### src/rtl/kbw_pkg.sv
package kbw_pkg;

    typedef enum logic [1:0] {
        RX_IDLE  = 2'd0,
        RX_SHIFT = 2'd1,
        RX_CHECK = 2'd2
    } rx_state_t;

    // Overhead bits around the data byte: start, parity, stop.
    localparam int FRAME_OVERHEAD = 3;

endpackage

### src/rtl/kbw_sync.sv
module kbw_sync #(
    parameter int   STAGES  = 2,
    parameter logic RST_VAL = 1'b1
) (
    input  logic clk,
    input  logic rst_n,
    input  logic en,
    input  logic d,
    output logic q
);

    logic [STAGES-1:0] chain;

    always_ff @(posedge clk or negedge rst_n) begin
        if (!rst_n) begin
            chain[0] <= RST_VAL;
        end else if (en) begin
            chain[0] <= d;
        end
    end

    generate
        for (genvar i = 1; i < STAGES; i++) begin : g_stage
            always_ff @(posedge clk or negedge rst_n) begin
                if (!rst_n) begin
                    chain[i] <= RST_VAL;
                end else if (en) begin
                    chain[i] <= chain[i-1];
                end
            end
        end
    endgenerate

    assign q = chain[STAGES-1];

endmodule

### src/rtl/kbw_rx_fsm.sv
module kbw_rx_fsm
    import kbw_pkg::*;
#(
    parameter int DATA_W    = 8,
    parameter int STALL_CYC = 4,
    localparam int FRAME_W  = DATA_W + FRAME_OVERHEAD,
    localparam int BIT_CW   = $clog2(FRAME_W + 1),
    localparam int HI_CW    = $clog2(STALL_CYC + 1)
) (
    input  logic               clk,
    input  logic               rst_n,
    input  logic               en,
    input  logic               kclk_s,
    input  logic               kdat_s,
    output logic [FRAME_W-1:0] frame,
    output logic               frame_vld
);

    rx_state_t          state, state_nx;
    logic               kclk_prev;
    logic               fall;
    logic               stall;
    logic [BIT_CW-1:0]  bit_cnt;
    logic [HI_CW-1:0]   hi_cnt;

    assign fall  = kclk_prev & ~kclk_s;
    assign stall = (state == RX_SHIFT) && kclk_s &&
                   (hi_cnt == HI_CW'(STALL_CYC - 1));

    // State register
    always_ff @(posedge clk or negedge rst_n) begin
        if (!rst_n) begin
            state <= RX_IDLE;
        end else if (en) begin
            state <= state_nx;
        end
    end

    // Next-state logic
    always_comb begin
        state_nx = state;
        unique case (state)
            RX_IDLE: begin
                if (fall) state_nx = RX_SHIFT;               // start
            end
            RX_SHIFT: begin
                if (fall && bit_cnt == BIT_CW'(FRAME_W - 1))
                    state_nx = RX_CHECK;                     // frame_done
                else if (stall)
                    state_nx = RX_IDLE;                      // stall_abort
            end
            RX_CHECK: begin
                state_nx = RX_IDLE;                          // rearm
            end
            default: state_nx = RX_IDLE;
        endcase
    end

    // Datapath: edge history, shift register, counters
    always_ff @(posedge clk or negedge rst_n) begin
        if (!rst_n) begin
            kclk_prev <= 1'b1;
            frame     <= '0;
            bit_cnt   <= '0;
            hi_cnt    <= '0;
        end else if (en) begin
            kclk_prev <= kclk_s;

            if (fall && (state == RX_IDLE || state == RX_SHIFT))
                frame <= {kdat_s, frame[FRAME_W-1:1]};

            if (state == RX_IDLE && fall)
                bit_cnt <= BIT_CW'(1);
            else if (state == RX_SHIFT && fall)
                bit_cnt <= bit_cnt + BIT_CW'(1);
            else if (state_nx == RX_IDLE)
                bit_cnt <= '0;

            if (state == RX_SHIFT && kclk_s && !stall)
                hi_cnt <= hi_cnt + HI_CW'(1);
            else
                hi_cnt <= '0;
        end
    end

    // Outputs
    always_comb begin
        frame_vld = (state == RX_CHECK);
    end

endmodule

### src/rtl/kbw_match.sv
module kbw_match
    import kbw_pkg::*;
#(
    parameter int DATA_W   = 8,
    localparam int FRAME_W = DATA_W + FRAME_OVERHEAD
) (
    input  logic [FRAME_W-1:0] frame,
    input  logic [DATA_W-1:0]  code,
    output logic               hit
);

    logic              start_b, par_b, stop_b;
    logic [DATA_W-1:0] data_b;
    logic              framing_ok;

    always_comb begin
        start_b    = frame[0];
        data_b     = frame[DATA_W:1];
        par_b      = frame[DATA_W+1];
        stop_b     = frame[FRAME_W-1];
        framing_ok = !start_b && stop_b && ((^data_b) ^ par_b);
        hit        = framing_ok && (data_b == code);
    end

endmodule

### src/rtl/kbd_wake_detect.sv
module kbd_wake_detect
    import kbw_pkg::*;
#(
    parameter int DATA_W      = 8,
    parameter int STALL_CYC   = 4,
    parameter int SYNC_STAGES = 2
) (
    input  logic              clk32,
    input  logic              rst_n,
    input  logic              kb_clk,
    input  logic              kb_dat,
    input  logic              wake_off,
    input  logic              evt_en,
    input  logic [DATA_W-1:0] wake_code,
    input  logic              status_clr,
    output logic              wake_evt,
    output logic              wake_sts
);

    localparam int FRAME_W = DATA_W + FRAME_OVERHEAD;

    logic               run;
    logic               kclk_s, kdat_s;
    logic [FRAME_W-1:0] frame;
    logic               frame_vld;
    logic               hit;
    logic               match;

    assign run = ~wake_off;

    kbw_sync #(.STAGES(SYNC_STAGES), .RST_VAL(1'b1)) u_sync_clk (
        .clk(clk32), .rst_n(rst_n), .en(run), .d(kb_clk), .q(kclk_s)
    );

    kbw_sync #(.STAGES(SYNC_STAGES), .RST_VAL(1'b1)) u_sync_dat (
        .clk(clk32), .rst_n(rst_n), .en(run), .d(kb_dat), .q(kdat_s)
    );

    kbw_rx_fsm #(.DATA_W(DATA_W), .STALL_CYC(STALL_CYC)) u_rx (
        .clk(clk32), .rst_n(rst_n), .en(run),
        .kclk_s(kclk_s), .kdat_s(kdat_s),
        .frame(frame), .frame_vld(frame_vld)
    );

    kbw_match #(.DATA_W(DATA_W)) u_cmp (
        .frame(frame), .code(wake_code), .hit(hit)
    );

    assign match = run && frame_vld && hit;

    always_ff @(posedge clk32 or negedge rst_n) begin
        if (!rst_n) begin
            wake_evt <= 1'b0;
            wake_sts <= 1'b0;
        end else begin
            wake_evt <= match && evt_en;
            if (match)
                wake_sts <= 1'b1;
            else if (status_clr)
                wake_sts <= 1'b0;
        end
    end

endmodule

### config.mk
export PLATFORM = sky130hd
export DESIGN_NAME = kbd_wake_detect
export DESIGN_NICKNAME = d
export VERILOG_FILES = /design/src/rtl/kbw_pkg.sv /design/src/rtl/kbw_sync.sv /design/src/rtl/kbw_rx_fsm.sv /design/src/rtl/kbw_match.sv /design/src/rtl/kbd_wake_detect.sv
export SDC_FILE = /design/constraint.sdc
export NUM_CORES = 1
export LEC_CHECK = 0
export BUFFER_PORTS_ARGS = -buffer_cell sky130_fd_sc_hd__buf_4
export CORE_MARGIN = 10
export CORE_UTILIZATION = 60
export DETAILED_ROUTE_END_ITERATION = 12
export PLACE_DENSITY_LB_ADDON = 0.2
export SLEW_MARGIN = 30
export SYNTH_ARGS = -nofsm -noshare
export SYNTH_HDL_FRONTEND = slang
export SYNTH_SLANG_ARGS = --single-unit
### constraint.sdc
create_clock -name clk32 -period 2.5 [get_ports clk32]
set_input_delay 0.375 -clock clk32 [delete_from_list [all_inputs] [get_ports clk32]]
set_output_delay 0.375 -clock clk32 [all_outputs]
set_load 0.01 [all_outputs]
==> metrics.cfg <==
[outcome]
status=completed

[timing]
fin_tns_setup_ns=0
whs_ns=0.247
drv_slew=0
tightest_slew_ns=0.372
max_freq_ghz=0.620
max-slew-margin-rel=0.746
grt_setup_unrepaired=no
hold_viol_final=0
skew_ns=0.00806
period_share=0.645
period_minus_slack_ns=1.61
finalSetupViolCount=0

[hold_path]
hold_class=in -> reg

[clock_network]
cts_buffer_depth=2
holdBufCountCts=1
cts_setup_buffers=0
htreeDepth=1
numCtsBuffers=3
clock_sinks=27
clk_pin_slew_ns=0.13
cts_tree=yes
clock-root-buffer=clkbuf_4
clk_latency_ns=0.32
cts.repair.resized=0

[yosys]
synth_cells=110
yosysWarnings=0
synthTopCellsByArea=dfrtp_1 41%, mux2_2 14%, dfstp_2 9.9%
synthFlopType=dfrtp_1
avgSynthCellArea_sq_um=12.1
synth_top_area_frac=0.414
synth.ff_latch_count=27
async_flop_share=1.00
syn-cell-area_sq_um=1330
synth-edff-count=0
seq_area_frac_synth=0.512
synthDistinctLibCells=31
yosys.area.top_type=dfrtp_1
syn-num-nets=129

[setup_path]
critical_path_required_ns=2.74
cpMaxStageDelayCell=or4b_1
critPathLaunchType=register
worst-setup-path-type=reg -> reg
path_cells=ha_1 -> ha_1 -> or4b_1 -> o21ai_0
critPathBufInv=0
cpMostUsedCell=ha_1
max_stage_delay_ns=0.55
cp_max_fo=3
cp-end-kind=register
cp_top_family=simple AND/OR/NAND/NOR gates
crit_arrival_ns=1.86

[global_route]
gr-total-overflow=0
grt_pass1_wl_mm=4.01
grt_max_degree=28
first_global_vias=940
antenna_found_initial=0
grt_use_total=0.112

[final_layout]
diodes=0
nFillCells=149
final_cells=155
drive_gt1_frac=0.336
syn_to_final_growth_pct=13.3
layout.nets=148

[place]
hpwl_mm=1.72
place_inst=150
placement.io_buffers=16
gp_congestion=0.784

[route]
via_per_inst=5.57
routed_wirelength_mm=2.30
drtIter0Drc=21
first_pass_iters=4
detail-route-antenna-nets=0
drc=0
via_count=863
post_drt_wl_per_cell_um=14.8

[job]
cap_violations=0

[power]
powerDensity_nw_per_um2=853
max-vdd-ir-drop_uv=715
cellLeakagePower_nw=0.700
total_power_mw=1.29

[die]
die_area_sq_um=4500
ios=17
row_count=16
coreArea_sq_um=2040
die_h_um=67.1
die_w_um=67.1
start_util=0.652

synthesized netlist by cell type, drive strengths merged, types with 2 or more instances:
cell type,count
dfrtp,22
mux2,16
xor2,10
nand2,9
o21ai,7
dfstp,5
inv,5
buf,4
ha,4
xnor2,4
nor3,3
nor4,3
nand2b,2
nand4,2
o31ai,2
power by group:
group	total (mW)	internal, mW	switching, mW
clock	0.184	0.0624	0.122
sequential	0.648	0.539	0.110
combinational	0.453	0.272	0.181
layout make-up:
cell class,instances,area [sq um],share of cell area
Clock buffer,4,26.3,0.0174
Inverter,5,18.8,0.0124
Multi-Input combinational cell,74,609,0.404
Sequential cell,27,682,0.452
Tap cell,27,33.8,0.0224
Timing Repair Buffer,18,138,0.0913
metal layers:
metal  up-vias  global-route usage  wire length, um
li1        427                   -                -
met5         -                   0                0
met2        15               0.192             1130
met4         0              0.0487               10
met3         2              0.0268              118
met1       419               0.131             1040
worst paths after layout:
path	start	to	slack [ns]	cells after the start
setup / recovery	u_rx.hi_cnt[0]	u_rx.hi_cnt[1]	0.89	4
hold / removal	status_clr	wake_sts	0.25	2
setup reg to reg	u_rx.hi_cnt[0]	u_rx.hi_cnt[1]	0.89	4
hold reg to reg	u_rx.bit_cnt[3]	u_rx.bit_cnt[3]	0.51	1
max in group asynchronous	rst_n	u_sync_clk.chain[0]	1.72	2
min in group asynchronous	rst_n	u_rx.frame[2]	0.47	2
metrics by stage:
stage | worst slack [ns] | util | instance area (sq um)
floorplan | 1.01 | - | 1330
global placement | 0.962 | 0.721 | 1470
detailed placement | 0.897 | 0.721 | 1470
CTS | 0.877 | 0.738 | 1510
global route | 0.788 | 0.738 | 1510
finish | 0.888 | 0.738 | 1510
flip-flops by register name (all words and copies together) (netlist names):
| signal | flops |
|---|---|
| u_rx.kclk_prev | 1 |
| u_sync_dat.q | 1 |
| u_sync_clk.q | 1 |
| wake_sts | 1 |
| u_sync_dat.chain | 1 |
| u_rx.bit_cnt | 4 |
| wake_evt | 1 |
| u_rx.frame | 11 |
| u_sync_clk.chain | 1 |
| u_rx.state | 2 |
| u_rx.hi_cnt | 3 |
kinds of logic (layout without fill, tap and decap cells):
logic type                 Yosys count  in the layout  synth area share
adders and majority gates            4              4            0.0376
AOI/OAI and AO/OA                   16             16            0.0799
xor gates and xnor gates            15             15             0.109
DFF                                 27             27             0.512
and+or+nand+nor                     23             23            0.0959
buffers and inverters                9             27            0.0301
muxes                               16             16             0.135
placed cells by master (no fill, tap or decap), drive strengths merged, types with 4 or more instances in the layout:
master | netlist | layout
xor2 | 10 | 10
dfstp | 5 | 5
clkbuf | 0 | 4
nand2 | 9 | 9
o21ai | 7 | 7
inv | 5 | 5
xnor2 | 4 | 4
mux2 | 16 | 16
buf | 4 | 17
dfrtp | 22 | 22
ha | 4 | 4
No activity file was read; power rests on OpenSTA's default activity.
